### src/rtl/aln_pkg.sv
package aln_pkg;

  typedef enum logic [1:0] {
    ORD_EQUAL  = 2'd0,
    ORD_A_LAGS = 2'd1,
    ORD_B_LAGS = 2'd2
  } order_t;

  // Assemble the sample number from its two carried halves
  function automatic logic [31:0] join_count(input logic [15:0] hi, input logic [15:0] lo);
    return {hi, lo};
  endfunction

  // Modular comparison: sign of the 32-bit difference picks the laggard
  function automatic order_t order_counts(input logic [31:0] a, input logic [31:0] b);
    logic [31:0] diff;
    diff = a - b;
    if (diff == 32'd0)  return ORD_EQUAL;
    else if (diff[31])  return ORD_A_LAGS;
    else                return ORD_B_LAGS;
  endfunction

endpackage

### src/rtl/aln_unpack.sv
module aln_unpack #(
  parameter int DCH = 2,
  localparam int DW = DCH * 32
) (
  input  logic [15:0]   cnt_hi,
  input  logic [15:0]   cnt_lo,
  input  logic [DW-1:0] data_in,
  output logic [31:0]   count,
  output logic [DW-1:0] data_out
);
  import aln_pkg::*;

  assign count = join_count(cnt_hi, cnt_lo);

  // data channels pass per channel, untouched
  for (genvar c = 0; c < DCH; c++) begin : g_chan
    assign data_out[c*32 +: 32] = data_in[c*32 +: 32];
  end

endmodule

### src/rtl/aln_arbiter.sv
module aln_arbiter (
  input  logic        clk,
  input  logic        rst_n,
  input  logic        a_valid,
  input  logic        b_valid,
  input  logic [31:0] a_count,
  input  logic [31:0] b_count,
  input  logic        o_ready,
  output logic        a_ready,
  output logic        b_ready,
  output logic        o_valid,
  output logic        ev_pair_xfer,
  output logic        ev_discard
);
  import aln_pkg::*;

  order_t ord;
  logic   both;

  assign both = a_valid && b_valid;
  assign ord  = order_counts(a_count, b_count);

  always_comb begin
    a_ready = 1'b0;
    b_ready = 1'b0;
    o_valid = 1'b0;
    if (both) begin
      unique case (ord)
        ORD_EQUAL: begin
          o_valid = 1'b1;
          a_ready = o_ready;
          b_ready = o_ready;
        end
        ORD_A_LAGS: a_ready = 1'b1;
        ORD_B_LAGS: b_ready = 1'b1;
        default: ;
      endcase
    end
  end

  assign ev_pair_xfer = o_valid && o_ready;
  assign ev_discard   = (a_ready || b_ready) && !o_valid;

  AST_NO_SPLIT: assert property (@(posedge clk) disable iff (!rst_n)
    (o_valid && !o_ready) |-> (!a_ready && !b_ready));
  AST_IDLE_WHEN_ONE_SIDE: assert property (@(posedge clk) disable iff (!rst_n)
    (!a_valid || !b_valid) |-> (!o_valid && !a_ready && !b_ready));
  AST_ONE_DISCARD: assert property (@(posedge clk) disable iff (!rst_n)
    ev_discard |-> $onehot0({a_ready, b_ready}));

endmodule

### src/rtl/aln_track.sv
module aln_track (
  input  logic clk,
  input  logic rst_n,
  input  logic ev_pair_xfer,
  input  logic ev_discard,
  output logic aligned,
  output logic resync
);

  logic lose_lock;
  assign lose_lock = ev_discard && aligned;

  always_ff @(posedge clk) begin
    if (!rst_n) begin
      aligned <= 1'b0;
      resync  <= 1'b0;
    end else begin
      if (ev_pair_xfer)    aligned <= 1'b1;
      else if (lose_lock)  aligned <= 1'b0;
      if (lose_lock)       resync  <= 1'b1;
    end
  end

  AST_LOCK_ON_PAIR: assert property (@(posedge clk) disable iff (!rst_n)
    ev_pair_xfer |=> aligned);
  AST_RESYNC_STICKY: assert property (@(posedge clk) disable iff (!rst_n)
    resync |=> resync);
  AST_LOSE_LOCK: assert property (@(posedge clk) disable iff (!rst_n)
    (ev_discard && aligned) |=> (!aligned && resync));

endmodule

### src/rtl/stream_aligner.sv
module stream_aligner #(
  parameter int DCH            = 2,
  parameter int ALIGN_INTERVAL = 0,
  localparam int DW = DCH * 32
) (
  input  logic          clk,
  input  logic          rst_n,
  input  logic          a_valid,
  output logic          a_ready,
  input  logic [15:0]   a_cnt_hi,
  input  logic [15:0]   a_cnt_lo,
  input  logic [DW-1:0] a_data,
  input  logic          b_valid,
  output logic          b_ready,
  input  logic [15:0]   b_cnt_hi,
  input  logic [15:0]   b_cnt_lo,
  input  logic [DW-1:0] b_data,
  output logic          o_valid,
  input  logic          o_ready,
  output logic [15:0]   o_cnt_hi,
  output logic [15:0]   o_cnt_lo,
  output logic [DW-1:0] o_a_data,
  output logic [DW-1:0] o_b_data,
  output logic          o_aligned,
  output logic          o_resync
);

  // The interval is accepted for configuration compatibility only.
  if (ALIGN_INTERVAL < 0) begin : g_interval_unused
  end

  logic [31:0] a_count, b_count;
  logic        ev_pair_xfer, ev_discard;

  aln_unpack #(.DCH(DCH)) u_unpack_a (
    .cnt_hi(a_cnt_hi), .cnt_lo(a_cnt_lo), .data_in(a_data),
    .count(a_count), .data_out(o_a_data)
  );

  aln_unpack #(.DCH(DCH)) u_unpack_b (
    .cnt_hi(b_cnt_hi), .cnt_lo(b_cnt_lo), .data_in(b_data),
    .count(b_count), .data_out(o_b_data)
  );

  aln_arbiter u_arb (
    .clk(clk), .rst_n(rst_n),
    .a_valid(a_valid), .b_valid(b_valid),
    .a_count(a_count), .b_count(b_count),
    .o_ready(o_ready),
    .a_ready(a_ready), .b_ready(b_ready), .o_valid(o_valid),
    .ev_pair_xfer(ev_pair_xfer), .ev_discard(ev_discard)
  );

  aln_track u_track (
    .clk(clk), .rst_n(rst_n),
    .ev_pair_xfer(ev_pair_xfer), .ev_discard(ev_discard),
    .aligned(o_aligned), .resync(o_resync)
  );

  assign o_cnt_hi = a_count[31:16];
  assign o_cnt_lo = a_count[15:0];

  AST_PAIR_MATCHES: assert property (@(posedge clk) disable iff (!rst_n)
    o_valid |-> (a_count == b_count));
  AST_RESET_CLEAR: assert property (@(posedge clk)
    !rst_n |=> (!o_aligned && !o_resync));

endmodule

### config.mk
export PLATFORM = sky130hd
export DESIGN_NAME = stream_aligner
export DESIGN_NICKNAME = d
export VERILOG_FILES = /design/src/rtl/aln_pkg.sv /design/src/rtl/aln_unpack.sv /design/src/rtl/aln_arbiter.sv /design/src/rtl/aln_track.sv /design/src/rtl/stream_aligner.sv
export SDC_FILE = /design/constraint.sdc
export NUM_CORES = 1
export LEC_CHECK = 0
export CORE_AREA = 5 5 137 139
export CTS_CLUSTER_SIZE = 20
export DETAILED_ROUTE_END_ITERATION = 16
export DIE_AREA = 0 0 142 144
export GPL_ROUTABILITY_DRIVEN = 1
export PLACE_DENSITY = 0.66
export SLEW_MARGIN = 15
export SYNTH_ARGS = -nofsm -noshare
export SYNTH_HDL_FRONTEND = slang
export SYNTH_SLANG_ARGS = --single-unit
### constraint.sdc
create_clock -name clk -period 14.69 [get_ports clk]
set_clock_uncertainty 0.1 [all_clocks]
set_input_delay 4.407 -clock clk [delete_from_list [all_inputs] [get_ports clk]]
set_output_delay 4.407 -clock clk [all_outputs]
set_load 0.01 [all_outputs]
==> insert_results.sql <==
INSERT INTO impl_metrics (metric_group, metric, value, unit) VALUES
('logic_synthesis', 'yosys.cell_types.count', '68', ''),
('cts', 'tritoncts_num_sinks', '2', ''),
('logic_synthesis', 'ys.flop_type', 'dfxtp_1', ''),
('die', 'io_pins', '362', ''),
('die', 'vertical_die_dimension', '144', 'um'),
('sta', 'slew_headroom', '48.1', '%'),
('logic_synthesis', 'post_synth_edffs', '0', ''),
('global_routing', 'grtUsageMet2', '18.8', '%'),
('sta', 'hold_viol_final', '0', ''),
('cts', 'clk_transition_reported_paths', '0.03', 'ns'),
('power_and_ir_drop', 'power_leakage', '0.00167', 'uW'),
('cts', 'cts_repair_resize_count', '0', ''),
('sta', 'setup_ws', '1.44', 'ns'),
('placed_design', 'routabilityCongestion', '0.880', ''),
('worst_hold_path', 'hold_start', 'u_track.resync$_SDFFE_PN0P_', ''),
('sta', 'grt_setup_unrepaired', 'false', ''),
('sta', 'slew_viol_final', '0', ''),
('cells_and_area', 'num-fill-cells', '2030', ''),
('cts', 'cts_made_buffers', '3', ''),
('sta', 'tightest_slew', '0.758', 'ns'),
('routing', 'avgRoutedWirePerCell', '16.6', 'um'),
('worst_setup_path', 'cp_data_required_time', '10.18', 'ns'),
('power_and_ir_drop', 'comb_power_share', '76.5', '%'),
('worst_setup_path', 'worstSetupEndpointType', 'output port', ''),
('power_and_ir_drop', 'internal_power', '110', 'uW'),
('routing', 'vias_per_cell', '4.98', ''),
('cts', 'post-cts-setup-buffers', '0', ''),
('logic_synthesis', 'synth.net_count', '807', ''),
('global_routing', 'met1_resource_use_gr', '13.0', '%'),
('worst_setup_path', 'criticalPathCategory', 'in -> out', ''),
('die', 'fp.coreArea', '0.0175', 'mm^2'),
('worst_setup_path', 'timing.reg2reg.worst_path_depth', '3', ''),
('die', 'fp.dieW', '142', 'um'),
('global_routing', 'via_count_of_the_first_global_routing_pass', '3534', ''),
('cells_and_area', 'fin_area', '0.00407', 'mm^2'),
('power_and_ir_drop', 'p_switching', '91.1', 'uW'),
('cts', 'ctsHtreeMaxLevel', '1', ''),
('sta', 'period_share', '90.2', '%'),
('die', 'dieArea', '0.0204', 'mm^2'),
('cells_and_area', 'multiInputGateArea', '0.00246', 'mm^2'),
('logic_synthesis', 'synth-seq-cells', '2', ''),
('routing', 'drcViolationCount', '0', ''),
('global_routing', 'grt-busiest-layer', 'met2', ''),
('sta', 'setup_viol', '0', ''),
('cells_and_area', 'regArea', '40.0', 'um^2'),
('global_routing', 'global_route.usage.met3', '2.94', '%'),
('cts', 'hold_buffers', '0', ''),
('sta', 'setup_total_negative_slack', '0', 'ns'),
('sta', 'clock.fmax', '75.5', 'MHz'),
('placed_design', 'post_dp_cell_area', '0.00400', 'mm^2'),
('logic_synthesis', 'synth_async_sr_flop_share', '0', '%'),
('die', 'core.rowCount', '49', ''),
('worst_setup_path', 'highest_net_fanout_along_the_worst_path', '2', ''),
('worst_hold_path', 'worst_hold_path_cells', '2', ''),
('cts', 'clock_tree_from_tritoncts', 'built', ''),
('worst_setup_path', 'worst_setup_path_start_kind', 'input port', ''),
('power_and_ir_drop', 'p_seq_share', '2.9', '%'),
('logic_synthesis', 'synth_warnings', '0', ''),
('placed_design', 'portBuffers', '105', ''),
('cts', 'cts_root_buf', 'clkbuf_16', ''),
('routing', 'drt-pass1-iter-count', '5', ''),
('logic_synthesis', 'synthCells', '578', ''),
('power_and_ir_drop', 'clock_power_share', '20.7', '%'),
('cells_and_area', 'flow.area_growth_from_synthesis', '3.43', '%'),
('placed_design', 'place_hpwl', '10.6', 'mm'),
('power_and_ir_drop', 'sw_frac_of_total', '45.3', '%'),
('logic_synthesis', 'synth.yosys.seq_area_share', '1.02', '%'),
('cells_and_area', 'nNetsFinal', '741', ''),
('status', 'run_status', 'completed', ''),
('logic_synthesis', 'synth.avg_cell_area', '6.81', 'um^2'),
('die', 'initial_core_util', '22.4', '%');
-- through the flow --
stage	utilization, %	instances	power, uW
final	23.2	739	201
after global routing	23.2	739	217
after CTS	23.2	739	202
after detailed placement	22.8	736	158
after global placement	22.8	736	158
after floorplan	-	578	144
-- area by class of cell --
cell class                      count  area share, %
Clock buffer                        3           1.84
Sequential cell                     2          0.984
Tap cell                          229           7.04
Timing Repair Buffer              105           25.8
Multi-Input combinational cell    357           60.3
Inverter                           43           3.97
-- flip-flops by register name (all words and copies together) (netlist names) --
| signal | flops |
|---|---|
| u_track.resync | 1 |
| u_track.aligned | 1 |
-- cells by family after synthesis --
kind of cell / after synthesis / synth area share (%)
compound gates: 150 / 26.5
fa+ha+maj: 32 / 10.4
simple gates: 158 / 21.6
xor+xnor: 11 / 2.45
buf+inv: 219 / 36.6
mux: 6 / 1.56
flops: 2 / 1.02
-- cell usage in the layout, fill, tap and decap left out, drive strengths merged, types with 3 or more instances in the layout --
cell / count
clkdlybuf4s50: 105
nand2: 40
o211a: 3
o211ai: 10
nor3: 19
xnor2: 8
o31ai: 4
ha: 31
and2: 6
inv: 43
or3: 5
a31oi: 4
o311ai: 3
nand2b: 9
xor2: 3
o21ai: 25
nor2: 22
and3: 7
nor2b: 4
o21bai: 4
a21oi: 38
nand4: 9
clkbuf: 3
a2111oi: 4
or4: 3
o21a: 10
mux2i: 5
a21o: 10
nor4: 9
nand3b: 4
a211oi: 6
o31a: 3
nor3b: 4
nand3: 8
o221ai: 4
-- synth_stat cells, types with 3 or more instances --
cell type,count,area [um^2]
and3_1,7,43.8
nand4_1,9,56.3
xnor2_1,8,70.1
nand2b_1,9,56.3
o21ai_0,19,95.1
mux2i_1,5,50.1
o21bai_1,4,30.0
and2_1,6,37.5
nor3b_1,4,30.0
clkbuf_1,8,30.0
ha_1,31,388
a21o_1,10,75.1
nor2_1,22,82.6
o21a_1,10,75.1
xor2_1,3,26.3
nor2b_1,3,18.8
o211a_1,3,30.0
o31ai_1,4,30.0
or4_1,3,22.5
o211ai_1,10,75.1
a211oi_1,6,45.0
o311ai_0,3,26.3
a31oi_1,4,25.0
nand3_1,8,40.0
nand3b_1,4,30.0
o221ai_1,4,35.0
nor3_1,19,95.1
nor4_1,8,50.1
o21ai_1,6,30.0
buf_2,7,35.0
nand2_1,40,150
inv_1,43,161
a21oi_1,36,180
o31a_1,3,26.3
buf_4,160,1200
or3_1,5,31.3
-- power by group through the flow --
stage	Sequential (uW)	Combinational, uW	Clock [uW]
after floorplan	5.90	138	0
after global placement	5.83	153	0
after detailed placement	5.83	153	0
after CTS	5.76	154	42.4
after global routing	5.78	169	42.6
final	5.76	154	41.5
-- critical path: stages --
cell             delay [ns]
clkdlybuf4s50_1        0.48
inv_1                  0.05
ha_1                   0.22
fa_1                   0.51
nand4_1                0.13
a2111oi_0              0.69
o211ai_1               0.26
nor4_1                 0.34
nand4_1                0.15
nor4_1                 0.31
nand4_1                0.20
nor4_2                 0.38
clkdlybuf4s50_1        0.60
-- layer usage --
layer | vias up | share of wire (%)
met1 | 1668 | 41
met3 | 72 | 8.8
li1 | 1777 | -
met5 | - | 0
met4 | 0 | 4.8
met2 | 165 | 46
-- path summary, 6_finish.rpt --
kind	to
worst max-delay path	o_valid
worst min-delay path	u_track.resync$_SDFFE_PN0P_
worst max register to register	u_track.resync$_SDFFE_PN0P_
worst min register to register	u_track.resync$_SDFFE_PN0P_
Note: power is estimated with default switching activity, not from simulation.
